--- config.mk ---
export PLATFORM = sky130hd
export DESIGN_NAME = flash_cmd_if
export DESIGN_NICKNAME = d
export VERILOG_FILES = /design/src/rtl/fci_pkg.sv /design/src/rtl/fci_decode.sv /design/src/rtl/fci_errflags.sv /design/src/rtl/fci_launch.sv /design/src/rtl/fci_rdsel.sv /design/src/rtl/flash_cmd_if.sv
export SDC_FILE = /design/constraint.sdc
export NUM_CORES = 1
export LEC_CHECK = 0
export ABC_AREA = 1
export ABC_CLOCK_PERIOD_IN_PS = 3000
export BUFFER_PORTS_ARGS = -buffer_cell sky130_fd_sc_hd__buf_4
export CAP_MARGIN = 20
export CELL_PAD_IN_SITES_DETAIL_PLACEMENT = 1
export CELL_PAD_IN_SITES_GLOBAL_PLACEMENT = 1
export CORE_ASPECT_RATIO = 1.5
export CORE_UTILIZATION = 25
export CTS_CLUSTER_DIAMETER = 50
export DETAILED_ROUTE_END_ITERATION = 6
export PLACE_DENSITY = 0.69
export SYNTH_ARGS = -nofsm -noshare
export SYNTH_HDL_FRONTEND = slang
export SYNTH_SLANG_ARGS = --single-unit
--- constraint.sdc ---
create_clock -name clk -period 3 [get_ports clk]
set_input_delay 0.9 -clock clk [delete_from_list [all_inputs] [get_ports clk]]
set_output_delay 0.9 -clock clk [all_outputs]
set_load 0.02 [all_outputs]
--- src/rtl/fci_pkg.sv ---
package fci_pkg;
  typedef enum logic [1:0] {
    SRC_ARRAY  = 2'd0,
    SRC_STATUS = 2'd1,
    SRC_IDENT  = 2'd2,
    SRC_QUERY  = 2'd3
  } src_e;

  typedef enum logic [3:0] {
    OP_RD_ARRAY, OP_RD_STATUS, OP_RD_IDENT, OP_RD_QUERY,
    OP_BLK_SETUP, OP_CHIP_SETUP, OP_BLK_CONF, OP_CHIP_CONF,
    OP_SUSPEND, OP_CLR_STAT, OP_OTHER
  } op_e;

  typedef enum logic [1:0] {
    PEND_NONE = 2'd0,
    PEND_BLK  = 2'd1,
    PEND_CHIP = 2'd2
  } pend_e;

  localparam int CMD_W = 8;
  localparam logic [CMD_W-1:0] C_RD_ARRAY  = 8'hFF;
  localparam logic [CMD_W-1:0] C_RD_STATUS = 8'h70;
  localparam logic [CMD_W-1:0] C_RD_IDENT  = 8'h90;
  localparam logic [CMD_W-1:0] C_RD_QUERY  = 8'h98;
  localparam logic [CMD_W-1:0] C_BLK_SETUP = 8'h20;
  localparam logic [CMD_W-1:0] C_CHIP_SET  = 8'h80;
  localparam logic [CMD_W-1:0] C_BLK_CONF  = 8'hD0;
  localparam logic [CMD_W-1:0] C_CHIP_CONF = 8'h10;
  localparam logic [CMD_W-1:0] C_SUSPEND   = 8'hB0;
  localparam logic [CMD_W-1:0] C_CLR_STAT  = 8'h50;
endpackage

--- src/rtl/fci_decode.sv ---
module fci_decode
  import fci_pkg::*;
(
  input  logic [CMD_W-1:0] byte_i,
  output op_e              op_o
);
  always_comb begin
    unique case (byte_i)
      C_RD_ARRAY:  op_o = OP_RD_ARRAY;
      C_RD_STATUS: op_o = OP_RD_STATUS;
      C_RD_IDENT:  op_o = OP_RD_IDENT;
      C_RD_QUERY:  op_o = OP_RD_QUERY;
      C_BLK_SETUP: op_o = OP_BLK_SETUP;
      C_CHIP_SET:  op_o = OP_CHIP_SETUP;
      C_BLK_CONF:  op_o = OP_BLK_CONF;
      C_CHIP_CONF: op_o = OP_CHIP_CONF;
      C_SUSPEND:   op_o = OP_SUSPEND;
      C_CLR_STAT:  op_o = OP_CLR_STAT;
      default:     op_o = OP_OTHER;
    endcase
  end
endmodule

--- src/rtl/fci_errflags.sv ---
module fci_errflags (
  input  logic       clk,
  input  logic       rst_n,
  input  logic       set_i,
  input  logic       clr_i,
  output logic [1:0] err_o
);
  logic [1:0] err_q;

  always_ff @(posedge clk or negedge rst_n) begin
    if (!rst_n)     err_q <= 2'b00;
    else if (set_i) err_q <= 2'b11;
    else if (clr_i) err_q <= 2'b00;
  end

  assign err_o = err_q;

  // an abort leaves both bits set
  assert_abort_sets_R8: assert property (@(posedge clk) disable iff (!rst_n)
    set_i |=> (err_o == 2'b11));

  // a bit only drops after a clear request
  assert_sticky_R10: assert property (@(posedge clk) disable iff (!rst_n)
    ($fell(err_o[0]) || $fell(err_o[1])) |-> $past(clr_i));
endmodule

--- src/rtl/fci_launch.sv ---
module fci_launch #(
  parameter int ADDR_W = 18
) (
  input  logic              clk,
  input  logic              rst_n,
  input  logic              go_blk_i,
  input  logic              go_chip_i,
  input  logic [ADDR_W-1:0] addr_i,
  input  logic              done_i,
  output logic              start_o,
  output logic [ADDR_W-1:0] addr_o,
  output logic              chip_o,
  output logic              active_o
);
  logic              start_q, chip_q, act_q;
  logic [ADDR_W-1:0] addr_q;
  logic              go;

  assign go = go_blk_i | go_chip_i;

  always_ff @(posedge clk or negedge rst_n) begin
    if (!rst_n) begin
      start_q <= 1'b0;
      chip_q  <= 1'b0;
      act_q   <= 1'b0;
      addr_q  <= '0;
    end else begin
      start_q <= go;
      if (go) begin
        addr_q <= go_blk_i ? addr_i : '0;
        chip_q <= go_chip_i;
      end
      if (go)          act_q <= 1'b1;
      else if (done_i) act_q <= 1'b0;
    end
  end

  assign start_o  = start_q;
  assign addr_o   = addr_q;
  assign chip_o   = chip_q;
  assign active_o = act_q;

  // launch is a single-cycle pulse
  assert_pulse_R6: assert property (@(posedge clk) disable iff (!rst_n)
    start_o |=> !start_o);

  // window is open whenever the pulse is seen and closes after done
  assert_window_open_R11: assert property (@(posedge clk) disable iff (!rst_n)
    start_o |-> active_o);
  assert_window_close_R11: assert property (@(posedge clk) disable iff (!rst_n)
    (done_i && !go) |=> !active_o);
endmodule

--- src/rtl/fci_rdsel.sv ---
module fci_rdsel
  import fci_pkg::*;
(
  input  src_e       mode_i,
  input  logic       force_i,
  output logic [1:0] src_o
);
  always_comb begin
    src_o = force_i ? SRC_STATUS : mode_i;
  end
endmodule

--- src/rtl/flash_cmd_if.sv ---
module flash_cmd_if
  import fci_pkg::*;
#(
  parameter int ADDR_W = 18
) (
  input  logic              clk,
  input  logic              rst_n,
  input  logic              lvlo_i,
  input  logic              wr_valid_i,
  input  logic [ADDR_W-1:0] wr_addr_i,
  input  logic [7:0]        wr_data_i,
  input  logic              busy_i,
  input  logic              done_i,
  output logic [1:0]        rd_src_o,
  output logic              erase_start_o,
  output logic [ADDR_W-1:0] erase_addr_o,
  output logic              erase_chip_o,
  output logic              suspend_o,
  output logic [1:0]        sr_err_o
);
  src_e  mode_q, mode_n;
  pend_e pend_q, pend_n;
  op_e   op;
  logic  active, blocked;
  logic  go_blk, go_chip, err_set, err_clr, susp_n, susp_q;

  fci_decode u_dec (.byte_i(wr_data_i), .op_o(op));

  assign blocked = active | busy_i;

  always_comb begin
    mode_n  = mode_q;
    pend_n  = pend_q;
    go_blk  = 1'b0;
    go_chip = 1'b0;
    err_set = 1'b0;
    err_clr = 1'b0;
    susp_n  = 1'b0;
    if (lvlo_i) begin
      mode_n = SRC_ARRAY;
      pend_n = PEND_NONE;
    end else if (wr_valid_i) begin
      if (blocked) begin
        if (op == OP_RD_STATUS) mode_n = SRC_STATUS;
        if (op == OP_SUSPEND)   susp_n = 1'b1;
      end else begin
        unique case (pend_q)
          PEND_BLK: begin
            pend_n = PEND_NONE;
            if (op == OP_BLK_CONF) begin
              go_blk = 1'b1;
              mode_n = SRC_STATUS;
            end else begin
              err_set = 1'b1;
              mode_n  = SRC_ARRAY;
            end
          end
          PEND_CHIP: begin
            pend_n = PEND_NONE;
            if (op == OP_CHIP_CONF) begin
              go_chip = 1'b1;
              mode_n  = SRC_STATUS;
            end else begin
              mode_n = SRC_ARRAY;
            end
          end
          default: begin
            unique case (op)
              OP_RD_ARRAY:   mode_n = SRC_ARRAY;
              OP_RD_STATUS:  mode_n = SRC_STATUS;
              OP_RD_IDENT:   mode_n = SRC_IDENT;
              OP_RD_QUERY:   mode_n = SRC_QUERY;
              OP_BLK_SETUP:  begin pend_n = PEND_BLK;  mode_n = SRC_STATUS; end
              OP_CHIP_SETUP: begin pend_n = PEND_CHIP; mode_n = SRC_STATUS; end
              OP_CLR_STAT:   err_clr = 1'b1;
              OP_SUSPEND:    ;
              default:       mode_n = SRC_ARRAY;
            endcase
          end
        endcase
      end
    end
  end

  always_ff @(posedge clk or negedge rst_n) begin
    if (!rst_n) begin
      mode_q <= SRC_ARRAY;
      pend_q <= PEND_NONE;
      susp_q <= 1'b0;
    end else begin
      mode_q <= mode_n;
      pend_q <= pend_n;
      susp_q <= susp_n;
    end
  end

  fci_errflags u_err (
    .clk(clk), .rst_n(rst_n), .set_i(err_set), .clr_i(err_clr), .err_o(sr_err_o)
  );

  fci_launch #(.ADDR_W(ADDR_W)) u_launch (
    .clk(clk), .rst_n(rst_n), .go_blk_i(go_blk), .go_chip_i(go_chip),
    .addr_i(wr_addr_i), .done_i(done_i), .start_o(erase_start_o),
    .addr_o(erase_addr_o), .chip_o(erase_chip_o), .active_o(active)
  );

  fci_rdsel u_rdsel (.mode_i(mode_q), .force_i(blocked), .src_o(rd_src_o));

  assign suspend_o = susp_q;

  // lockout lands in array mode with nothing pending
  assert_lockout_R2: assert property (@(posedge clk) disable iff (!rst_n)
    lvlo_i |=> (mode_q == SRC_ARRAY && pend_q == PEND_NONE));

  // controller busy forces status reads
  assert_busy_status_R5: assert property (@(posedge clk) disable iff (!rst_n)
    busy_i |-> (rd_src_o == SRC_STATUS));

  // wrong block confirm aborts to array with error bits
  assert_bad_confirm_R8: assert property (@(posedge clk) disable iff (!rst_n)
    (!lvlo_i && wr_valid_i && !blocked && pend_q == PEND_BLK && wr_data_i != C_BLK_CONF)
    |=> (sr_err_o == 2'b11 && mode_q == SRC_ARRAY && !erase_start_o));

  // other writes during an erase change nothing
  assert_ignored_R9: assert property (@(posedge clk) disable iff (!rst_n)
    (!lvlo_i && wr_valid_i && blocked && wr_data_i != C_RD_STATUS)
    |=> ($stable(mode_q) && $stable(sr_err_o) && !erase_start_o));
endmodule

== Word-level counts from Yosys, hierarchy flattened ==
Index checks and enable logic that the tools add are counted.
Word-level totals
  register bits after elaboration: 28
  bits in latches: 0
  memory bits (writable): 0
  bits in read-only memories: 0
  output and inout port bits: 25
  logic and storage cells: 87
  memories kept: 0
Cells by class
  add/subtract/negate cells: 0
  multiply operators: 0
  div/mod/pow operators: 0
  magnitude comparators: 0
  equality and inequality tests: 24
  shift operators: 0
  muxes and demuxes: 44
  bitwise operators: 2
  reductions and logical operators: 9
Operator list (count)
  8-bit equality test, second input constant: 6
  4-bit one-hot mux with 10 select lines: 1
  1-bit 2-to-1 mux: 28
  2-bit 2-to-1 mux: 11
  18-bit 2-to-1 mux: 1
  4-bit by 3-bit equality test with 1-bit output, second input constant: 4
  8-bit by 7-bit equality test with 1-bit output, second input constant: 2
  4-bit by 2-bit equality test with 1-bit output, second input constant: 2
  4-bit equality test, second input constant: 2
  8-bit by 5-bit equality test with 1-bit output, second input constant: 1
  8-bit by 6-bit equality test with 1-bit output, second input constant: 1
  2-bit one-hot mux with 2 select lines: 2
  2-bit one-hot mux with 4 select lines: 1
  3-bit AND reduction: 2
  2-bit nonzero test: 3
  5-bit by 1-bit inequality test with 1-bit output, second input constant: 1
  4-bit by 1-bit equality test with 1-bit output, second input constant: 1
  4-bit nonzero test: 1
  2-bit OR reduction: 2
  3-bit inequality test, second input constant: 1
  3-bit OR reduction: 1
  2-bit by 1-bit equality test with 1-bit output, second input constant: 1
  2-bit equality test, second input constant: 1
  2-bit inequality test, second input constant: 1
  1-bit OR: 2

== Logic depth before layout (Yosys ltp) ==
  word-level depth: 10
  depth in mapped cells: 10

== By module ==
From an unflattened synthesis, not the netlist that was laid out.
Unflattened totals
  cell total of the unflattened synthesis: 225
  area, all modules: 1612.8 um^2
By module, submodules not included
  fci_launch: instances 1, cells an instance 86, area an instance 834.6 um^2, sequential area each 525.5 um^2
  flash_cmd_if: instances 1, cells an instance 73, area an instance 440.4 um^2, sequential area each 125.1 um^2
  fci_decode: instances 1, cells an instance 55, area an instance 271.5 um^2, sequential area each 0.0 um^2
  fci_errflags: instances 1, cells an instance 6, area an instance 47.5 um^2, sequential area each 25.0 um^2
  fci_rdsel: instances 1, cells an instance 5, area an instance 18.8 um^2, sequential area each 0.0 um^2

== Worst setup path after synthesis ==
Ideal clock, no wire load.
  kind: input-to-output
  from: input port busy_i
  to: output port rd_src_o[0]
  arrival: 1.538 ns
  setup slack: 0.562 ns
  cell stages on the path: 3
  buffers on the path: 0
  cell sequence: nor2_2 -> inv_1 -> or2_2
On the way
  word-level cells in the longest chain between the ends: 2
RTL lines
  start, declared: RTL line flash_cmd_if.sv:12  | input logic busy_i,
  1-bit OR: RTL line flash_cmd_if.sv:29  | assign blocked = active | busy_i;
  2-bit 2-to-1 mux: RTL line fci_rdsel.sv:9  | src_o = force_i ? SRC_STATUS : mode_i;
  end, declared: RTL line flash_cmd_if.sv:14  | output logic [1:0] rd_src_o,
No other way between the ends.

== Worst setup path after layout ==
Same ends and word-level chain as after synthesis.

==> reports/qor.yml <==
ys_seq_elements: 27
grt_setup_unrepaired: "false"
num-nets-final: 294
clock_tree.buffer_depth: 2
worst_ep_required_time_ps: 2100
worst_ep_arrival_time_ps: 1820
cts.repair_timing.setup_buffer_count: 0
ratio_of_routed_vias_to_standard_cells: 4.49
synth_sequential_area_ratio: 0.432
finalCoreUtilization: 0.353
syn2layout_area_growth_pct: 33.5
gpl_wtd_cong: 0.817
layout.area.seq_sq_um: 676
initial_antenna_violation_count: 0
hold_path.startpoint: "mode_q[0]"
pin_count: 57
final_max_slew_viol_count: 0
synthesis.area_sq_um: 1560
coreArea_sq_um: 5910
totalNegativeSetupSlack_ps: 0
reg2reg_from: "u_launch.active_o"
vias: 1485
ctsResizeCount: 0
multi_input_comb_area_sq_um: 766
tritoncts_num_sinks: 27
avgRoutedWirePerCell_microns: 12.5
cts_made_buffers: 3
post-route-period-util: 0.906
worst-setup-path-type: "in2out"
design_power_total_w: 0.000753
path_clk_slew_ps: 90
detailedRoute.firstPassIterationCount: 4
fmaxAchievable_ghz: 0.368
non_filler_instance_count_after_layout: 331
synth.avg_cell_area_sq_um: 7.74
vertical_extent_of_the_die_microns: 98.8
status: "completed"
synth_nets: 236
max_slew.worst_pin.slew_ps: 526
insertion_delay_ps: 270
power.density_nw_per_um2: 361
clock_skew_ps: 4.12
fill_cells: 745
critical_path.endpoint_type: "output port"
max-vdd-ir-drop_v: 0.000201
critical_path_origin: "busy_i"
timing.critical_path.cells: "buf_4, nor2_2, inv_1, or2_2, buf_4"
routed_wirelength_microns: 4120
number_of_antenna_diodes: 0
hold_violations: 0
drv.max_cap_violation_count: 0
crit_path_top_delay_cell: "or2_2"
cts_tree: "done"
fp.dieArea_sq_um: 6580
critical_path.max_stage_delay_ps: 290
post-synth-top-area-fraction: 0.432
placed_cells_incl_taps: 327
leakagePower_nw: 1.13
die-width_microns: 66.6
synth_top_cells_by_area: "dfrtp_1 (43%), nand2_1 (18%), nand3_2 (8.3%)"
timing.critical_path.fanout_max: 6
drt_drc_violations_left: 0
yosys_warnings: 0
h-tree-depth: 1
min-delay-path-class: "reg2reg"
placement.io_buffers: 56
cts-hold-fix-buffers: 0
first_global_vias: 1543
number_of_standard_cells_after_synthesis: 202
post-dp-hpwl_microns: 3320
timing.max_slew.rel_slack: 0.649
clock_tree.root_cell: "clkbuf_8"
globalRouteTotalUtil: 0.137
worstSetupStartpointType: "primary input"
timing.final.setup_violations: 0
drt-initial-drc-count: 32
rows: 34
fin_worst_hold_slack_ps: 484
period_minus_slack_ps: 2720
grt_first_pass_wirelength_microns: 7050
proportion_of_layout_cells_with_a_drive_suffix_above_1: 0.363
antenna_violating_nets_remaining: 0
yosysTopAreaCell: "dfrtp_1"
grt_max_degree: 28
grt_remaining_overflow: 0
critical-path-top-cell-by-count: "buf_4"
synth_cell_types: 23
initial_cell_density_of_the_core: 0.264
==> sequential cells by signal (all words and copies together), names as in the netlist <==
signal and count:
u_launch.chip_o 1, mode_q 2, u_launch.start_o 1, u_launch.active_o 1
suspend_o 1, pend_q 2, u_launch.addr_o 18, u_err.err_o 1
==> critical path, delay by kind of cell <==
kind | cells | cell delay, ps
buffers and inverters | 3 | 430
and+or+nand+nor | 2 | 480
==> cell families after synthesis <==
kind of cell	count (synthesis)	share of synthesized area
AND/OR/NAND/NOR	142	0.453
adder cells (fa/ha/maj)	2	0.0160
flip-flops	27	0.432
buffers and inverters	25	0.0777
AO/OA/AOI/OAI	6	0.0208
==> layout by cell type, fill, tap and decap left out, types with 2 or more instances in the layout <==
cell	synthesis	layout
nand2_1	73	73
buf_4	1	57
dfrtp_1	27	27
nor2_1	19	19
nand3_1	17	17
inv_1	15	15
nand3_2	13	13
nor2_2	7	7
inv_2	4	4
nand2_2	3	3
a21oi_1	3	3
nor3_1	3	3
clkbuf_8	0	3
or2_2	2	2
nand4_1	2	2
clkinv_2	1	2
o21ai_1	2	2
ha_1	2	2
==> metal layers <==
| metal | global-route usage | up-vias | wire length, microns |
|---|---|---|---|
| li1 | - | 747 | - |
| met1 | 0.169 | 693 | 1770 |
| met2 | 0.239 | 43 | 2100 |
| met3 | 0.0231 | 2 | 227 |
| met4 | 0.0393 | 0 | 21 |
| met5 | 0 | - | 0 |
==> power by group <==
part	internal, W	total, W	switching (W)	leakage (nW)
Sequential	0.000376	0.000385	0.00000818	0.371
Clock	0.0000930	0.000206	0.000113	0.0255
Combinational	0.0000672	0.000162	0.0000950	0.732
==> worst paths after layout <==
check,to,slack (ps),depth (start not counted)
setup / recovery,rd_src_o[0],280,5
hold / removal,mode_q[0],480,2
setup reg to reg,u_launch.addr_o[4],1320,6
hold reg to reg,mode_q[0],480,2
max in group asynchronous,u_launch.active_o,2210,1
min in group asynchronous,u_launch.addr_o[14],530,1
==> cells in the mapped netlist <==
cell      instances
nor2_4            1
nand3_2          13
or2_2             2
o21ai_1           2
nor3_1            3
nor2_1           19
buf_6             3
nand4_1           2
ha_1              2
o211ai_1          1
nand3_1          17
buf_4             1
inv_2             4
nor2_2            7
nand2_2           3
clkinv_1          1
nand3_4           1
nor3_4            1
inv_1            15
clkinv_2          1
dfrtp_1          27
nand2_1          73
a21oi_1           3
==> through the flow <==
step / setup WS (ps) / cell area, sq um
2_1_floorplan: 562 / 1560
3_3_place_gp: 293 / 2040
3_5_place_dp: 281 / 2040
4_1_cts: 280 / 2090
5_1_grt: 206 / 2090
6_report: 282 / 2090
==> cell type report <==
| type | count | share of cell area |
|---|---|---|
| clock buffer | 3 | 0.0198 |
| clock inverter | 1 | 0.00240 |
| inverter | 21 | 0.0384 |
| multi-input combinational | 150 | 0.367 |
| sequential | 27 | 0.324 |
| tap | 72 | 0.0432 |
| timing repair buffer | 57 | 0.205 |
(Power assumes the default switching activity.)
